File: config.mk
export PLATFORM = sky130hd
export DESIGN_NAME = irq_event_bank
export DESIGN_NICKNAME = d
export VERILOG_FILES = /design/src/rtl/irq_event_bank.sv
export SDC_FILE = /design/constraint.sdc
export NUM_CORES = 1
export LEC_CHECK = 0
export ABC_AREA = 1
export BUFFER_PORTS_ARGS = -buffer_cell sky130_fd_sc_hd__buf_4
export CAP_MARGIN = 20
export CELL_PAD_IN_SITES_DETAIL_PLACEMENT = 0
export CELL_PAD_IN_SITES_GLOBAL_PLACEMENT = 1
export CORE_UTILIZATION = 44
export CTS_CLUSTER_SIZE = 14
export DETAILED_ROUTE_END_ITERATION = 12
export HOLD_SLACK_MARGIN = 0.03
export PLACE_DENSITY_LB_ADDON = 0.1
export SYNTH_ARGS = -nofsm -noshare
export SYNTH_HDL_FRONTEND = slang
export SYNTH_SLANG_ARGS = --single-unit
export TNS_END_PERCENT = 5
File: constraint.sdc
create_clock -name clk -period 3.03 [get_ports clk]
set_input_delay 0.4545 -clock clk [delete_from_list [all_inputs] [get_ports clk]]
set_output_delay 0.4545 -clock clk [all_outputs]
set_load 0.1 [all_outputs]
File: src/rtl/irq_event_bank.sv
module irq_event_bank #(
  parameter int DW = 8,
  parameter int AW = 3,
  parameter int NCNT = 3
) (
  input  logic          clk,
  input  logic          rst_n,
  input  logic          soft_rst,
  input  logic [AW-1:0] addr,
  input  logic          rd_en,
  input  logic          wr_en,
  input  logic [DW-1:0] wr_data,
  output logic [DW-1:0] rd_data,
  input  logic          ev_jabber,
  input  logic          ev_babble,
  input  logic          ev_colerr,
  input  logic          ev_rcvcol,
  input  logic          ev_runt,
  input  logic          ev_missed,
  input  logic          ev_missed_match,
  input  logic          ev_rx,
  input  logic          ev_tx,
  output logic          irq_n
);
  localparam logic [AW-1:0] A_FLAGS = AW'(0);
  localparam logic [AW-1:0] A_MASK  = AW'(1);
  localparam int CNT_BASE = 2;

  logic [DW-1:0]      flags, mask;
  logic [NCNT*DW-1:0] cnt_all;
  logic [NCNT-1:0]    inc, wrap;

  assign inc = {ev_missed & ev_missed_match, ev_runt, ev_rcvcol};

  for (genvar i = 0; i < NCNT; i++) begin : g_cnt
    logic [DW-1:0] c;
    wire clr = rd_en && (addr == AW'(CNT_BASE + i));
    always_ff @(posedge clk or negedge rst_n) begin
      if (!rst_n)        c <= '0;
      else if (soft_rst) c <= '0;
      else if (clr)      c <= {{(DW-1){1'b0}}, inc[i]};
      else if (inc[i])   c <= c + 1'b1;
    end
    assign wrap[i] = inc[i] && !clr && (&c);
    assign cnt_all[i*DW +: DW] = c;
  end

  wire [DW-1:0] set_vec = {ev_jabber, ev_babble, ev_colerr,
                           wrap[0], wrap[1], wrap[2], ev_rx, ev_tx};
  wire rd_flags = rd_en && (addr == A_FLAGS);

  wire [DW-1:0] flags_nx = soft_rst ? '0 : ((rd_flags ? '0 : flags) | set_vec);
  wire [DW-1:0] mask_nx  = soft_rst ? '0 :
                           ((wr_en && addr == A_MASK) ? wr_data : mask);

  always_ff @(posedge clk or negedge rst_n) begin
    if (!rst_n) begin
      flags <= '0;
      mask  <= '0;
      irq_n <= 1'b1;
    end else begin
      flags <= flags_nx;
      mask  <= mask_nx;
      irq_n <= ~|(flags_nx & ~mask_nx);
    end
  end

  always_comb begin
    rd_data = '0;
    if (rd_en) begin
      if (addr == A_FLAGS)     rd_data = flags;
      else if (addr == A_MASK) rd_data = mask;
      else
        for (int k = 0; k < NCNT; k++)
          if (addr == AW'(CNT_BASE + k)) rd_data = cnt_all[k*DW +: DW];
    end
  end
endmodule

==> results_dict.tcl <==
set metrics [dict create \
    synth.top_cell.area_share_pct 42.33 \
    fin_crit_sh_pct 79.98 \
    antenna_cells 0 \
    yosysUniqueCellTypes 30 \
    drc 0 \
    dp_slack_ns 0.6759 \
    nets 383 \
    finalWorstSetupSlack_ns 0.6065 \
    cts_made_buffers 5 \
    placed_area_sq_um 2658 \
    path_clk_slew_ns 0.08 \
    root_buffer "clkbuf_8" \
    first_pass_iters 4 \
    clk_path_buf_depth 2 \
    swShare_pct 28.49 \
    grt_use_met1_pct 34.12 \
    ff2ff_path_depth 8 \
    startpoint_type "input pin" \
    fin_cells 425 \
    arrival_ns 1.97 \
    yosys-top-cells-area "dfrtp_1, nand2_1, nand3_1" \
    cts_tree "built" \
    maxSlewViolCount 0 \
    finalSetupViolCount 0 \
    period_needed_ns 2.423 \
    end_kind "output pin" \
    clk-insertion-delay-late_ns 0.29 \
    irDropWorstVdd_uv 262.1 \
    cts-htree-levels 2 \
    gp_congestion 0.8265 \
    hp-class "input pin to async pin" \
    gr-usage-met2_pct 37.10 \
    wl_per_cell_um 14.37 \
    final.setup.tns_ns 0 \
    ys_ff_latch 41 \
    placed_cells 418 \
    outcome "complete, no violations" \
    rsz0062_at_grt "false" \
    grt_max_degree 42 \
    die_area_sq_um 5672 \
    drt-initial-drc-count 151 \
    relSlewSlack_pct 62.03 \
    syn_area_sq_um 2365 \
    place_hpwl_um 4516 \
    crit_fanout 12 \
    wl_um 6106 \
    fin_skew_ns 0.003616 \
    avgSynthCellArea_sq_um 7.321 \
    num_rows 26 \
    p_seq_share_pct 51.5 \
    final_layout_size_suffix_gt1_share_pct 13.80 \
    antenna_found_initial 0 \
    die_w_um 75.31 \
    reg2reg_from "g_cnt[2].c[0]$_DFFE_PN0P_" \
    worstMarginPinSlew_ns 0.5660 \
    area_delta_synth_final_pct 16.03 \
    synth_top_area_cell "dfrtp_1" \
    hold_buffers 0 \
    fin_area_sq_um 2744 \
    startpoint "addr[0]" \
    path_class "input pin to output pin" \
    power_frac_clock_pct 32.8 \
    pwr-share-comb_pct 15.7 \
    cts_num_sinks 41 \
    pwr_density_cell_nw_per_um2 405.8 \
    syn_inst 323 \
    grt_pass1_wl_um 9873 \
    io_buffers 33 \
    hold_violations 0 \
    fmax_ghz 0.4126 \
    met3_usage_pct 4.101 \
    vias 2233 \
    fp.dieH_um 75.31 \
    antenna_left 0 \
    grt_busiest_layer "met2" \
    core_area_sq_um 5140 \
    intPower_mw 0.7962 \
    required_ns 2.58 \
    power.total_mw 1.113 \
    cts_resized 0 \
    synth_nets 351 \
    yosys_warnings 0 \
    overflow 0 \
    grt_pass1_vias 1998 \
    start_util_pct 46.01 \
    grtUsageTotal_pct 23.69 \
    io_pins 34 \
    postCtsSetupRepairBufs 0 \
    maxCapViolCount 0 \
    power.leakage_nw 1.321 \
    ys_seq_area_share_pct 43.44 \
    switchingPower_mw 0.3171 \
    vias_per_cell 5.254 \
]
==> path summary, 6_finish.rpt <==
| check | end | slack, ns |
|---|---|---|
| setup / recovery | rd_data[2] | 0.61 |
| hold / removal | g_cnt[0].c[3]$_DFFE_PN0P_ | 0.14 |
| setup reg to reg | irq_n$_DFF_PN1_ | 1.28 |
| hold reg to reg | g_cnt[2].c[6]$_DFFE_PN0P_ | 0.55 |
| max in group asynchronous | irq_n$_DFF_PN1_ | 2.51 |
| min in group clk | flags[6]$_DFF_PN0_ | 0.42 |
==> worst max-delay path, stage by stage <==
cell and delay (ns):
buf_4 0.15, inv_1 0.24, nand3_1 0.31, nor2_1 0.17, a21oi_1 0.07, a31oi_1 0.23
buf_4 0.34
==> cells in the mapped netlist, drive strengths merged <==
cell type / number
nor3: 3
dfstp: 1
o22ai: 1
xnor2: 2
o21ai: 28
nand4: 7
o221a: 1
or2: 2
dfrtp: 40
a21o: 1
a41oi: 1
or3: 1
clkinv: 1
nor2: 36
nand3: 36
nand2: 67
ha: 3
nor3b: 2
o32ai: 1
inv: 45
a31oi: 9
buf: 7
clkbuf: 1
o21a: 1
a21oi: 26
==> registers in the layout (all words and copies together), names as in the netlist <==
name	count
flags	8
irq_n	1
mask	8
g_cnt.c	24
==> final cells by class <==
cell class / count / area (sq um)
clock buffers: 7 / 86.33
fillers: 553 / 2396
inverters: 46 / 172.7
multi-input cells: 228 / 1122
flip-flops and latches: 41 / 1027
well taps: 70 / 87.58
repair buffers: 33 / 247.7
==> metrics by stage <==
stage | util [%] | hold WS (ns)
2_1_floorplan | - | 0.1589
4_1_cts | 53.38 | 0.1622
3_5_place_dp | 51.70 | 0.4778
3_3_place_gp | 51.70 | 0.4786
5_1_grt | 53.38 | 0.1839
6_report | 53.38 | 0.1392
==> power by group through the flow <==
stage	Sequential [mW]	Combinational [mW]	Clock (mW)
finish	0.573	0.175	0.365
detailed placement	0.584	0.175	0
CTS	0.573	0.175	0.375
global route	0.575	0.193	0.396
floorplan	0.590	0.103	0
global placement	0.584	0.175	0
==> per-layer routing <==
metal  up-vias  share of wire (%)
met3         7                4.9
met4         0                1.1
li1       1135                  -
met1      1027                 48
met2        64                 46
met5         -                  0
==> cell families after synthesis <==
logic type | count (synthesis) | share of synthesized area, %
fa+ha+maj | 3 | 1.587
simple gates | 154 | 28.94
buf+inv | 54 | 9.365
flops | 41 | 43.44
xor+xnor | 2 | 0.7409
compound gates | 69 | 15.93
==> cell usage in the layout (no fill, tap or decap), types with 2 or more instances in the layout <==
cell type	n
a21oi_1	26
a31oi_1	8
buf_4	33
clkbuf_8	6
dfrtp_1	40
ha_1	3
inv_1	45
nand2_1	67
nand3_1	35
nand4_1	7
nor2_1	32
nor2_2	2
nor2_4	2
nor3_1	3
nor3b_1	2
o21ai_0	28
or2_2	2
xnor2_1	2
(Power assumes the default switching activity.)
